==> src/rtl/scsi_ctl_pkg.sv <==
package scsi_ctl_pkg;
  localparam int NLINES = 9;
  localparam int L_IO  = 0;
  localparam int L_CD  = 1;
  localparam int L_MSG = 2;
  localparam int L_REQ = 3;
  localparam int L_ACK = 4;
  localparam int L_ATN = 5;
  localparam int L_SEL = 6;
  localparam int L_BSY = 7;
  localparam int L_RST = 8;

  localparam int NREG = 4;
  localparam logic [2:0] RA_DATA = 3'd0;
  localparam logic [2:0] RA_ICMD = 3'd1;
  localparam logic [2:0] RA_MODE = 3'd2;
  localparam logic [2:0] RA_TCMD = 3'd3;
  localparam logic [2:0] RA_STAT = 3'd5;

  localparam int MODE_TGT = 6;
  localparam int MODE_DMA = 1;

  localparam int IC_RST  = 7;
  localparam int IC_ACK  = 4;
  localparam int IC_BSY  = 3;
  localparam int IC_SEL  = 2;
  localparam int IC_ATN  = 1;
  localparam int IC_DOE  = 0;
endpackage

==> src/rtl/scsi_ctl_regfile.sv <==
module scsi_ctl_regfile #(
  parameter int DW = 8,
  parameter logic [DW-1:0] RST_VAL = '1
) (
  input  logic          clk,
  input  logic          rst_n,
  input  logic          wr,
  input  logic [2:0]    sel,
  input  logic [DW-1:0] wdata,
  output logic [DW-1:0] data_q,
  output logic [DW-1:0] icmd_q,
  output logic [DW-1:0] mode_q,
  output logic [DW-1:0] tcmd_q
);
  import scsi_ctl_pkg::*;

  logic [NREG-1:0][DW-1:0] regs_q;

  always_ff @(posedge clk or negedge rst_n) begin
    if (!rst_n) begin
      regs_q <= {NREG{RST_VAL}};
    end else begin
      for (int i = 0; i < NREG; i++) begin
        if (wr && sel == 3'(i)) regs_q[i] <= wdata;
      end
    end
  end

  assign data_q = regs_q[RA_DATA];
  assign icmd_q = regs_q[RA_ICMD];
  assign mode_q = regs_q[RA_MODE];
  assign tcmd_q = regs_q[RA_TCMD];
endmodule

==> src/rtl/scsi_ctl_linemux.sv <==
module scsi_ctl_linemux #(
  parameter int DW = 8,
  parameter int NL = 9
) (
  input  logic [DW-1:0] icmd,
  input  logic [DW-1:0] mode,
  input  logic [DW-1:0] tcmd,
  input  logic          dma_ack,
  input  logic [NL-1:0] bus_in,
  output logic [NL-1:0] oe,
  output logic [NL-1:0] seen,
  output logic          phase_match
);
  import scsi_ctl_pkg::*;

  logic is_target;
  assign is_target = mode[MODE_TGT];

  always_comb begin
    oe        = '0;
    oe[L_RST] = icmd[IC_RST];
    oe[L_BSY] = icmd[IC_BSY];
    oe[L_SEL] = icmd[IC_SEL];
    if (is_target) begin
      oe[L_REQ] = tcmd[3];
      oe[L_MSG] = tcmd[2];
      oe[L_CD]  = tcmd[1];
      oe[L_IO]  = tcmd[0];
    end else begin
      oe[L_ATN] = icmd[IC_ATN];
      oe[L_ACK] = icmd[IC_ACK] | (mode[MODE_DMA] & dma_ack);
    end
  end

  for (genvar g = 0; g < NL; g++) begin : g_seen
    assign seen[g] = bus_in[g] | oe[g];
  end

  assign phase_match = (tcmd[2:0] == {seen[L_MSG], seen[L_CD], seen[L_IO]});
endmodule

==> src/rtl/scsi_ctl_dma.sv <==
module scsi_ctl_dma (
  input  logic clk,
  input  logic rst_n,
  input  logic active,
  input  logic req_line,
  input  logic bus_read,
  output logic pend_q,
  output logic ack_q
);
  always_ff @(posedge clk or negedge rst_n) begin
    if (!rst_n) begin
      pend_q <= 1'b0;
      ack_q  <= 1'b0;
    end else if (!active) begin
      pend_q <= 1'b0;
      ack_q  <= 1'b0;
    end else if (bus_read && pend_q) begin
      ack_q  <= 1'b1;
      pend_q <= 1'b0;
    end else if (ack_q && !req_line) begin
      ack_q  <= 1'b0;
      pend_q <= 1'b0;
    end else if (!ack_q && req_line) begin
      pend_q <= 1'b1;
    end
  end
endmodule

==> src/rtl/scsi_ctl_regs.sv <==
module scsi_ctl_regs #(
  parameter int ADDR_W = 4,
  parameter int DW     = 8,
  parameter int NL     = 9
) (
  input  logic              clk,
  input  logic              rst_n,
  input  logic [ADDR_W-1:0] reg_addr,
  input  logic [DW-1:0]     reg_wdata,
  input  logic              reg_wr,
  input  logic              reg_rd,
  output logic [DW-1:0]     reg_rdata,
  input  logic [NL-1:0]     bus_in,
  output logic [NL-1:0]     bus_oe,
  output logic [DW-1:0]     dbus_out,
  output logic              dbus_oe,
  output logic              dma_req
);
  import scsi_ctl_pkg::*;

  logic [2:0]    sel;
  logic [DW-1:0] data_q, icmd_q, mode_q, tcmd_q;
  logic [NL-1:0] seen;
  logic          pmatch, dma_pend, dma_ack;

  assign sel = reg_addr[2:0];

  scsi_ctl_regfile #(.DW(DW)) u_regs (
    .clk(clk), .rst_n(rst_n), .wr(reg_wr), .sel(sel), .wdata(reg_wdata),
    .data_q(data_q), .icmd_q(icmd_q), .mode_q(mode_q), .tcmd_q(tcmd_q)
  );

  scsi_ctl_linemux #(.DW(DW), .NL(NL)) u_mux (
    .icmd(icmd_q), .mode(mode_q), .tcmd(tcmd_q), .dma_ack(dma_ack),
    .bus_in(bus_in), .oe(bus_oe), .seen(seen), .phase_match(pmatch)
  );

  scsi_ctl_dma u_dma (
    .clk(clk), .rst_n(rst_n), .active(mode_q[MODE_DMA]),
    .req_line(bus_in[L_REQ]), .bus_read(reg_rd && sel == RA_DATA),
    .pend_q(dma_pend), .ack_q(dma_ack)
  );

  always_comb begin
    reg_rdata = '0;
    case (sel)
      RA_DATA: reg_rdata = {seen[L_RST], seen[L_BSY], seen[L_REQ], seen[L_MSG],
                            seen[L_CD], seen[L_IO], seen[L_SEL], seen[L_ACK]};
      RA_ICMD: reg_rdata = icmd_q;
      RA_MODE: reg_rdata = mode_q;
      RA_TCMD: reg_rdata = tcmd_q;
      RA_STAT: begin
        reg_rdata[6] = dma_pend;
        reg_rdata[3] = pmatch;
        reg_rdata[1] = seen[L_ATN];
        reg_rdata[0] = seen[L_ACK];
      end
      default: reg_rdata = '0;
    endcase
  end

  assign dbus_out = data_q;
  assign dbus_oe  = icmd_q[IC_DOE];
  assign dma_req  = dma_pend;
endmodule

==> config.mk <==
export PLATFORM = sky130hd
export DESIGN_NAME = scsi_ctl_regs
export DESIGN_NICKNAME = d
export VERILOG_FILES = /design/src/rtl/scsi_ctl_pkg.sv /design/src/rtl/scsi_ctl_regfile.sv /design/src/rtl/scsi_ctl_linemux.sv /design/src/rtl/scsi_ctl_dma.sv /design/src/rtl/scsi_ctl_regs.sv
export SDC_FILE = /design/constraint.sdc
export NUM_CORES = 1
export LEC_CHECK = 0
export ABC_AREA = 1
export BUFFER_PORTS_ARGS = -buffer_cell sky130_fd_sc_hd__buf_4
export CORE_ASPECT_RATIO = 2
export CORE_MARGIN = 5
export CORE_UTILIZATION = 33
export DETAILED_ROUTE_END_ITERATION = 10
export GPL_TIMING_DRIVEN = 0
export PLACE_DENSITY = 0.64
export SYNTH_ARGS = -nofsm -noshare
export SYNTH_HDL_FRONTEND = slang
export SYNTH_SLANG_ARGS = --single-unit
==> constraint.sdc <==
create_clock -name clk -period 1.5 [get_ports clk]
set_input_delay 0.075 -clock clk [delete_from_list [all_inputs] [get_ports clk]]
set_output_delay 0.075 -clock clk [all_outputs]
set_load 0.02 [all_outputs]
==> results.txt <==
status - finished, violations left
failing checks - negative setup slack
clock root buffer - clkbuf_16
Post-DP HPWL - 4220 um
Max Cap Viol - 0
largest net degree at the start of global routing - 35
drt total wl - 5510 um
Hold Crit Class - in2reg
CP Capture Type - primary output
fraction of layout cells with a size suffix above 1 - 49.0%
unrepaired setup endpoints after global routing - yes
DRT Pass-1 Iters - 4
DP Worst Slack - -0.151 ns
IO Pins - 52
Layout Area Growth over Synthesis - 36.3%
cell taking the most area after synthesis - dfstp_2
WP buf/inv - 2
Fin. Hold Viols - 0
total chip power - 0.00335 W
Routed Antenna Nets - 0
Critical Path RT - 1.42 ns
launching element type of the critical path - register
critical path class - reg2out
Netlist cell types - 23
via count - 1,752
Clk Latency, worst-skew pair - 0.28 ns
ys async rst share - 100%
crit-path max FO - 4
leakage - 1.32 nW
Max stage delay on crit path - 0.58 ns
Synth Area per Inst - 8.21 um^2
ant diodes - 0
worst setup margin - -0.0308 ns
syn nets - 263
part of the cycle the worst path needs - 102%
CTS tree - built
post-synth top area share - 43.0%
top cells by area, synth - dfstp_2, nand2_1, o21ai_2, inv_1, nand4_1
Initial Utilization - 33.9%
initial antenna violation count - 0
Setup Viol. Count Final - 2
vias in the first global route - 1,783
Slew HR - 68.6%
port bufs - 50
Die X - 64.4 um
placed instance count - 349
Max clock buf depth - 2
Post-Syn Area - 1950 um^2
Tmin final - 1.53 ns
first-pass GRT wire length - 8690 um
clk slew on worst S/H paths - 0.05 ns
CP Cell Sequence - buf_6 > nand2_4 > nand2_2 > nand3_2 > nand2_1 > nor2_1 > nand2_1 > buf_6
VDD IR max - 0.690 mV
row count - 39
CTS Buf Count - 5
most frequent cell after synthesis - nand2_1
core area - 5760 um^2
gpl congestion - 0.905
worst slew pin tran - 0.471 ns
final std cells w/o fill - 363
worst endpoint data arrival time - 1.46 ns
crit path max-delay cell type - dfstp_2
wire per inst - 15.2 um
f_max - 0.653 GHz
Avg Vias per Cell - 4.83
CTS Sinks - 34
total gr overflow - 0
Largest delay share family, worst path - flip-flops
Total GRT Usage - 14.9%
max-slew violation count - 0
post-synthesis register bit count - 34
Synth Instances - 238
die area - 7650 um^2
Synth warnings - 0
H-tree depth reported by CTS - 2
power per cell area - 1260 nW/um^2
Synth Flop Type - dfstp_2
sequential fraction of the synthesis area - 45.6%
nets - 326
DRC - 0
Post-synth EDFFs - 0
height of the die - 119 um
DR iter-0 viols - 64
Final Skew - 0.000131 ns
Synth top cells by count - nand2_1, dfstp_2, inv_1, o21ai_2, nor2_1
==> cells by family (layout without fill, tap and decap cells) <==
family                 count (synthesis)  in the layout  share of synthesized area, %
flip-flops                            34             34                          45.6
AND/OR/NAND/NOR                      117            117                          27.2
AO/OA/AOI/OAI                         42             42                          16.3
buffers and inverters                 45            109                          11.0
==> power by group <==
part / total [W] / internal (W) / leakage [nW] / switching (W)
Sequential: 0.00134 / 0.00121 / 0.362 / 0.000126
Combinational: 0.000978 / 0.000440 / 0.885 / 0.000539
Clock: 0.00103 / 0.000658 / 0.0739 / 0.000372
==> cells in the final DEF (no fill, tap or decap), drive strengths merged <==
cell type,instances
buf,64
nand2,75
nand4,11
dfstp,32
o21a,6
nor3,3
a21boi,1
clkbuf,9
o21ai,35
inv,34
clkinv,1
nand3b,1
dfrtp,2
dlygate4sd3,1
nand3,12
nor2,15
==> state kept, by name, summed over array words and instances, names as in the netlist <==
signal         cells
u_regs.data_q      8
u_regs.icmd_q      8
u_regs.mode_q      8
u_regs.tcmd_q      8
u_dma.ack_q        1
u_dma.pend_q       1
==> worst paths after layout <==
| path | end | from | slack, ns | depth (start not counted) |
|---|---|---|---|---|
| min in group asynchronous | u_dma.pend_q$_DFFE_PN0P_ | rst_n | 0.27 | 2 |
| min reg2reg | u_regs.data_q[2]$_DFFE_PN1P_ | u_regs.data_q[2]$_DFFE_PN1P_ | 0.48 | 2 |
| max in group asynchronous | u_regs.icmd_q[0]$_DFFE_PN1P_ | rst_n | 0.88 | 2 |
| max | reg_rdata[3] | u_regs.mode_q[6]$_DFFE_PN1P_ | -0.03 | 8 |
| min | u_regs.tcmd_q[1]$_DFFE_PN1P_ | reg_wdata[1] | 0.02 | 3 |
| max reg2reg | u_dma.pend_q$_DFFE_PN0P_ | u_regs.mode_q[1]$_DFFE_PN1P_ | 0.51 | 3 |
==> layout make-up <==
| cell class | instances | area [um^2] |
|---|---|---|
| Sequential cell | 34 | 891 |
| Buffer | 10 | 82.6 |
| Fill cell | 589 | 3100 |
| Tap cell | 61 | 76.3 |
| Timing Repair Buffer | 57 | 449 |
| Clock buffer | 7 | 143 |
| Inverter | 34 | 130 |
| Multi-Input combinational cell | 159 | 886 |
| Clock inverter | 1 | 5.00 |
==> timing repair <==
item                                    CTS  global route
setup buffers                             3             3
pin swaps                                 0             8
hold buffers                              1             0
hold endpoints to repair                  2             0
endpoints found under the setup margin   13             6
gates resized for setup                   5            18
==> layer usage <==
| metal | routed length [um] | up-vias | global-route usage, % |
|---|---|---|---|
| li1 | - | 884 | - |
| met1 | 2010 | 808 | 14.8 |
| met2 | 3010 | 47 | 27.1 |
| met3 | 217 | 13 | 2.28 |
| met4 | 272 | 0 | 10.9 |
| met5 | 0 | - | 0 |
==> per-stage QoR <==
stage	area, um^2	TNS [ns]	util [%]	hold WS [ns]
2_1_floorplan	1950	0	-	-0.221
3_3_place_gp	2400	-0.316	41.8	0.0464
3_5_place_dp	2400	-0.343	41.8	0.0416
4_1_cts	2580	-0.0360	44.9	0.0128
5_1_grt	2660	-0.280	46.2	0.0374
6_report	2660	-0.0518	46.2	0.0177
==> tightest hold or removal path: cells and delay by family <==
family / cells / cell delay [ns]
buffers and inverters: 1 / 0.08
AND/OR/NAND/NOR: 1 / 0.04
AO/OA/AOI/OAI: 1 / 0.06
(Power assumes the default switching activity.)
